### config.mk
export PLATFORM = sky130hd
export DESIGN_NAME = xcnt_top
export DESIGN_NICKNAME = d
export VERILOG_FILES = /design/src/rtl/xcnt_pkg.sv /design/src/rtl/xcnt_ctrl.sv /design/src/rtl/xcnt_datapath.sv /design/src/rtl/xcnt_top.sv
export SDC_FILE = /design/constraint.sdc
export NUM_CORES = 1
export LEC_CHECK = 0
export BUFFER_PORTS_ARGS = -buffer_cell sky130_fd_sc_hd__clkbuf_2
export CAP_MARGIN = 20
export CORE_ASPECT_RATIO = 2
export CORE_UTILIZATION = 38
export CTS_BUF_LIST = sky130_fd_sc_hd__clkbuf_4 sky130_fd_sc_hd__clkbuf_8
export DETAILED_ROUTE_END_ITERATION = 6
export HOLD_SLACK_MARGIN = 0.12
export PLACE_DENSITY = 0.65
export SYNTH_ARGS = -nofsm -noshare
export SYNTH_HDL_FRONTEND = slang
export SYNTH_SLANG_ARGS = --single-unit
### constraint.sdc
create_clock -name clk -period 2.85 [get_ports clk]
set_input_delay 0.7125 -clock clk [delete_from_list [all_inputs] [get_ports clk]]
set_output_delay 0.7125 -clock clk [all_outputs]
set_load 0.03 [all_outputs]
### src/rtl/xcnt_pkg.sv
package xcnt_pkg;
  localparam int BYTE_W    = 8;
  localparam int CNT_BYTES = 3;
  localparam int CNT_W     = CNT_BYTES * BYTE_W;
  localparam int ADDR_W    = 3;
  localparam int DMA_BIT   = 7;
  localparam int ZERO_LEN  = 65536;
  localparam int CFG_RST   = 7;

  localparam logic [ADDR_W-1:0] CMD_ADDR  = 3'd3;
  localparam logic [ADDR_W-1:0] STAT_ADDR = 3'd4;
  localparam logic [ADDR_W-1:0] CFG_ADDR  = 3'd5;

  typedef struct packed {
    logic [CNT_BYTES-1:0] wrCnt;
    logic                 reload;
    logic                 decOne;
    logic                 decTwo;
    logic                 start;
  } ctlStrobes_t;
endpackage

### src/rtl/xcnt_ctrl.sv
module xcnt_ctrl
  import xcnt_pkg::*;
(
  input  logic              clk,
  input  logic              rst_n,
  input  logic              wrEn,
  input  logic [ADDR_W-1:0] wrAddr,
  input  logic [BYTE_W-1:0] wrData,
  input  logic              decEn,
  input  logic              decTwo,
  input  logic              startXfer,
  output ctlStrobes_t       strb,
  output logic              dmaMode,
  output logic              hiWritten,
  output logic [BYTE_W-1:0] cfgReg
);
  logic cmdWr;
  assign cmdWr = wrEn && (wrAddr == CMD_ADDR);

  always_comb begin
    strb = '0;
    for (int i = 0; i < CNT_BYTES; i++)
      strb.wrCnt[i] = wrEn && (wrAddr == ADDR_W'(i));
    strb.reload = cmdWr && wrData[DMA_BIT];
    strb.decOne = decEn && !decTwo;
    strb.decTwo = decEn && decTwo;
    strb.start  = startXfer;
  end

  always_ff @(posedge clk or negedge rst_n) begin
    if (!rst_n) begin
      dmaMode   <= 1'b0;
      hiWritten <= 1'b0;
      cfgReg    <= BYTE_W'(CFG_RST);
    end else begin
      if (cmdWr) dmaMode <= wrData[DMA_BIT];
      if (strb.wrCnt[CNT_BYTES-1]) hiWritten <= 1'b1;
      if (wrEn && wrAddr == CFG_ADDR) cfgReg <= wrData;
    end
  end


  dma_clear_chk: assert property (@(posedge clk) disable iff (!rst_n)
    (wrEn && wrAddr == CMD_ADDR && !wrData[DMA_BIT]) |=> !dmaMode);


  hi_sticky_chk: assert property (@(posedge clk) disable iff (!rst_n)
    hiWritten |=> hiWritten);
endmodule

### src/rtl/xcnt_datapath.sv
module xcnt_datapath
  import xcnt_pkg::*;
#(
  parameter logic [BYTE_W-1:0] CHIP_ID = 8'hA2
)(
  input  logic              clk,
  input  logic              rst_n,
  input  ctlStrobes_t       strb,
  input  logic [BYTE_W-1:0] wrData,
  input  logic [CNT_W-1:0]  pendSize,
  input  logic [ADDR_W-1:0] rdAddr,
  input  logic              dmaMode,
  input  logic              hiWritten,
  input  logic [BYTE_W-1:0] cfgReg,
  output logic [BYTE_W-1:0] rdData,
  output logic [CNT_W-1:0]  xferLen,
  output logic              tcFlag
);
  localparam logic [CNT_W-1:0] FULL_LEN = CNT_W'(ZERO_LEN);

  logic [BYTE_W-1:0] shadow [CNT_BYTES];
  logic [CNT_W-1:0]  shadowVal;
  logic [CNT_W-1:0]  live;
  logic [CNT_W-1:0]  step;
  logic [CNT_W-1:0]  effLen;
  logic              decAny;
  logic              wrAny;

  always_comb begin
    for (int i = 0; i < CNT_BYTES; i++)
      shadowVal[i*BYTE_W +: BYTE_W] = shadow[i];
  end

  assign decAny = strb.decOne || strb.decTwo;
  assign wrAny  = |strb.wrCnt;
  assign step   = strb.decTwo ? CNT_W'(2) : CNT_W'(1);
  assign effLen = (live == '0) ? FULL_LEN : live;

  generate
    for (genvar g = 0; g < CNT_BYTES; g++) begin : gShadow
      always_ff @(posedge clk or negedge rst_n) begin
        if (!rst_n) shadow[g] <= '0;
        else if (strb.wrCnt[g]) shadow[g] <= wrData;
      end
    end
  endgenerate

  always_ff @(posedge clk or negedge rst_n) begin
    if (!rst_n) begin
      live    <= '0;
      tcFlag  <= 1'b0;
      xferLen <= '0;
    end else begin
      if (strb.reload) live <= shadowVal;
      else if (decAny) live <= (live > step) ? live - step : '0;

      if (wrAny) tcFlag <= 1'b0;
      else if (!strb.reload && decAny && live != '0 && live <= step) tcFlag <= 1'b1;

      if (strb.start) xferLen <= (pendSize < effLen) ? pendSize : effLen;
    end
  end

  always_comb begin
    rdData = '0;
    for (int i = 0; i < CNT_BYTES; i++) begin
      if (rdAddr == ADDR_W'(i)) begin
        if (i == CNT_BYTES-1 && !hiWritten) rdData = CHIP_ID;
        else rdData = live[i*BYTE_W +: BYTE_W];
      end
    end
    if (rdAddr == STAT_ADDR) rdData = {6'b0, dmaMode, tcFlag};
    if (rdAddr == CFG_ADDR)  rdData = cfgReg;
  end


  reload_chk: assert property (@(posedge clk) disable iff (!rst_n)
    strb.reload |=> live == $past(shadowVal));


  tc_clear_chk: assert property (@(posedge clk) disable iff (!rst_n)
    wrAny |=> !tcFlag);


  no_underflow_chk: assert property (@(posedge clk) disable iff (!rst_n)
    (decAny && !strb.reload && live == '0) |=> live == '0);


  tc_set_chk: assert property (@(posedge clk) disable iff (!rst_n)
    (decAny && !strb.reload && !wrAny && live != '0 && live <= step) |=> tcFlag);
endmodule

### src/rtl/xcnt_top.sv
module xcnt_top
  import xcnt_pkg::*;
#(
  parameter logic [7:0] CHIP_ID = 8'hA2
)(
  input  logic        clk,
  input  logic        rst_n,
  input  logic        wrEn,
  input  logic [2:0]  wrAddr,
  input  logic [7:0]  wrData,
  input  logic [2:0]  rdAddr,
  output logic [7:0]  rdData,
  input  logic        decEn,
  input  logic        decTwo,
  input  logic        startXfer,
  input  logic [23:0] pendSize,
  output logic [23:0] xferLen,
  output logic        tcFlag,
  output logic        dmaMode
);
  ctlStrobes_t       strb;
  logic              hiWritten;
  logic [BYTE_W-1:0] cfgReg;

  xcnt_ctrl uCtrl (
    .clk(clk), .rst_n(rst_n), .wrEn(wrEn), .wrAddr(wrAddr), .wrData(wrData),
    .decEn(decEn), .decTwo(decTwo), .startXfer(startXfer), .strb(strb),
    .dmaMode(dmaMode), .hiWritten(hiWritten), .cfgReg(cfgReg)
  );

  xcnt_datapath #(.CHIP_ID(CHIP_ID)) uData (
    .clk(clk), .rst_n(rst_n), .strb(strb), .wrData(wrData),
    .pendSize(pendSize), .rdAddr(rdAddr), .dmaMode(dmaMode),
    .hiWritten(hiWritten), .cfgReg(cfgReg), .rdData(rdData),
    .xferLen(xferLen), .tcFlag(tcFlag)
  );
endmodule

==> reports/metrics.yaml <==
status: "finished, final reports clean"
placedInstanceArea_um2: 6006
synth_edf_count: 0
grt.overflow.total: 0
cts_root_buf: "clkbuf_8"
reg2reg_depth: 12
hold_slack_ps: 281.5
tns_ps: 0
syn_area_um2: 5050
place_inst: 815
clk_transition_reported_paths_ps: 90
syn_nets: 629
cts_tree: "yes"
yosysWarnings: 0
dp_slack_ps: -96.77
finalHoldViolCount: 0
worst-setup-path-type: "reg2out"
cts-buffers-inserted: 9
ys_ff_latch: 83
final_antenna_net_count: 0
worstReg2RegEnd: "uData.xferLen[0]$_DFFE_PN0P_"
synth_xor_area_frac: 0.001734
clk_latency_ps: 370
die_y_um: 165.0
rrSetupSlack_ps: 140
drtIter0Drc: 370
synth-compound-area-share: 0.2322
routed_via_density: 5.886
worstPathArrival_ps: 2040
drv_slew: 0
remaining_drc_errors: 0
fin_util: 0.4840
num-nets-final: 745
routed_wl_um: 17080
fin_skew_ps: 10.67
final_cells: 833
powerDensity_nw_per_um2: 827.7
power_mw: 5.205
synthToLayoutAreaGrowth_pct: 24.53
synth_top_family_by_area: "compound AO/OA/AOI/OAI gates"
grt_antenna_before_repair: 1
grt_usage: 0.2543
synth_area_leaders: "dfrtp_1 40%, mux2_2 6.9%, ha_1 6.2%"
synth-seq-area-share: 0.4120
p_leak_nw: 2.810
drt_pre_antenna_iters: 6
yosysTopAreaCell: "dfrtp_1"
htreeDepth: 3
synth_cell_types: 63
layout_min_cycle_time_ps: 2754
fin_crit_sh: 0.9664
design_area_um2: 6289
yosys_most_used_dff: "dfrtp_1"
gp_congestion: 1.018
setup_violations: 0
fmax_mhz: 363.1
die_area_um2: 13780
muxShareOfSynthArea: 0.07706
syn_area_per_cell_um2: 9.034
end_kind: "output port"
critical_path_peak_fanout: 4
ir_worst_vdd_mv: 0.3607
grt_pass1_wl_um: 26610
vias: 4903
yosysTopAreaCellShare: 0.3964
layout-drive-gt1-share: 0.3162
synth-simple-area-share: 0.1603
initial_core_util: 0.3887
worstHoldPathType: "in2async"
r2r-start: "uData.live[6]$_DFFE_PN0P_"
clock-sinks: 83
startpoint_type: "flip-flop"
cp.required_ps: 2140
synth_cells: 559
synthArstFlopShare: 1.000
grt_max_degree: 35
worstMarginPinSlew_ps: 740.1
post_drt_wl_per_cell_um: 20.51
die_w_um: 83.52
core.rowCount: 59
clockBufferDepth: 2
numPortBuffers: 77
hpwl_um: 13580
core_um2: 12990
grt_pass1_vias: 5062
slew_headroom: 0.5060
setup_ws_ps: 95.69
max-cap-violations: 0
yosys.area_share.adder: 0.06591
boundaryPins: 78
==> layout by cell type, fill, tap and decap left out, types with 28 or more instances in the layout <==
cell and n:
a21oi_1 45, a31oi_1 35, buf_4 57, clkbuf_2 76, dfrtp_1 80, inv_1 28
mux2_2 31, nand2_1 33, nor2_1 62, o21ai_0 59
==> worst max-delay path, cell delays in order, from the launching register on <==
cell and delay, ps:
dfrtp_1 390, buf_4 150, inv_1 160, a21oi_1 90, a21oi_1 320, nor2_1 70
a31oi_1 180, o32ai_2 120, clkbuf_2 190
==> cell type report <==
class	instances	area [µm²]
flip-flops and latches	83	2081
fillers	1298	6704
diodes	1	2.502
clock buffers	12	158.9
repair buffers	137	888.4
multi-input cells	415	2785
clock inverters	4	73.82
inverters	29	108.9
well taps	152	190.2
==> sequential cells by signal, indices dropped and copies added, names as in the netlist <==
| name | count |
|---|---|
| uData.live | 24 |
| uData.shadow | 24 |
| uData.xferLen | 24 |
| uCtrl.cfgReg | 8 |
| uCtrl.dmaMode | 1 |
| uCtrl.hiWritten | 1 |
| uData.tcFlag | 1 |
==> synthesized netlist by cell type, types with 5 or more instances <==
library cell	count
nor3_1	12
ha_1	25
a21oi_1	46
nand4_1	6
dfrtp_1	80
nor4_1	5
clkbuf_1	24
mux2_2	31
nor2_1	62
a31oi_1	36
o21ai_0	60
nand3_1	11
o21a_1	10
nand2_1	34
inv_1	28
==> layer usage <==
| metal | GRT usage | vias up | wire length (µm) |
|---|---|---|---|
| li1 | - | 2275 | - |
| met1 | 0.2533 | 2414 | 6061 |
| met2 | 0.5037 | 169 | 9650 |
| met3 | 0.02549 | 45 | 495 |
| met4 | 0.1456 | 0 | 874 |
| met5 | 0 | - | 0 |
==> logic make-up (layout without fill, tap and decap cells) <==
kind of cell	after synthesis	count (layout)
AO/OA/AOI/OAI	192	192
other	0	1
AND/OR/NAND/NOR	161	161
XOR/XNOR	1	1
buffers and inverters	61	182
adder cells (fa/ha/maj)	26	26
flip-flops	83	83
multiplexers	35	35
==> report_power, final <==
part | switching [mW] | internal [mW] | leakage, nW | total (mW)
Clock | 0.447 | 0.552 | 0.120 | 0.998
Sequential | 0.259 | 1.52 | 0.982 | 1.78
Combinational | 1.46 | 0.972 | 1.71 | 2.43
==> worst max path at each step <==
| stage | from | end | slack (ps) | cells after the start |
|---|---|---|---|---|
| floorplan | decEn | uData.live[22]$_DFFE_PN0P_ | -40 | 12 |
| CTS | uData.live[6]$_DFFE_PN0P_ | uData.xferLen[18]$_DFFE_PN0P_ | 20 | 13 |
| finish | uData.live[2]$_DFFE_PN0P_ | rdData[2] | 100 | 8 |
| detailed placement | uData.live[6]$_DFFE_PN0P_ | uData.xferLen[18]$_DFFE_PN0P_ | -100 | 13 |
| global route | uData.live[5]$_DFFE_PN0P_ | uData.xferLen[23]$_DFFE_PN0P_ | -40 | 12 |
| global placement | uData.live[6]$_DFFE_PN0P_ | uData.xferLen[21]$_DFFE_PN0P_ | -50 | 13 |
==> timing repair <==
| action | CTS | global route |
|---|---|---|
| pin swaps | 0 | 0 |
| buffers inserted | 0 | 1 |
| hold buffers | 0 | 0 |
| setup endpoints to repair | 24 | 25 |
| gates resized for setup | 1 | 6 |
| endpoints found under the hold margin | 0 | 0 |
No activity file was read; power rests on OpenSTA's default activity.
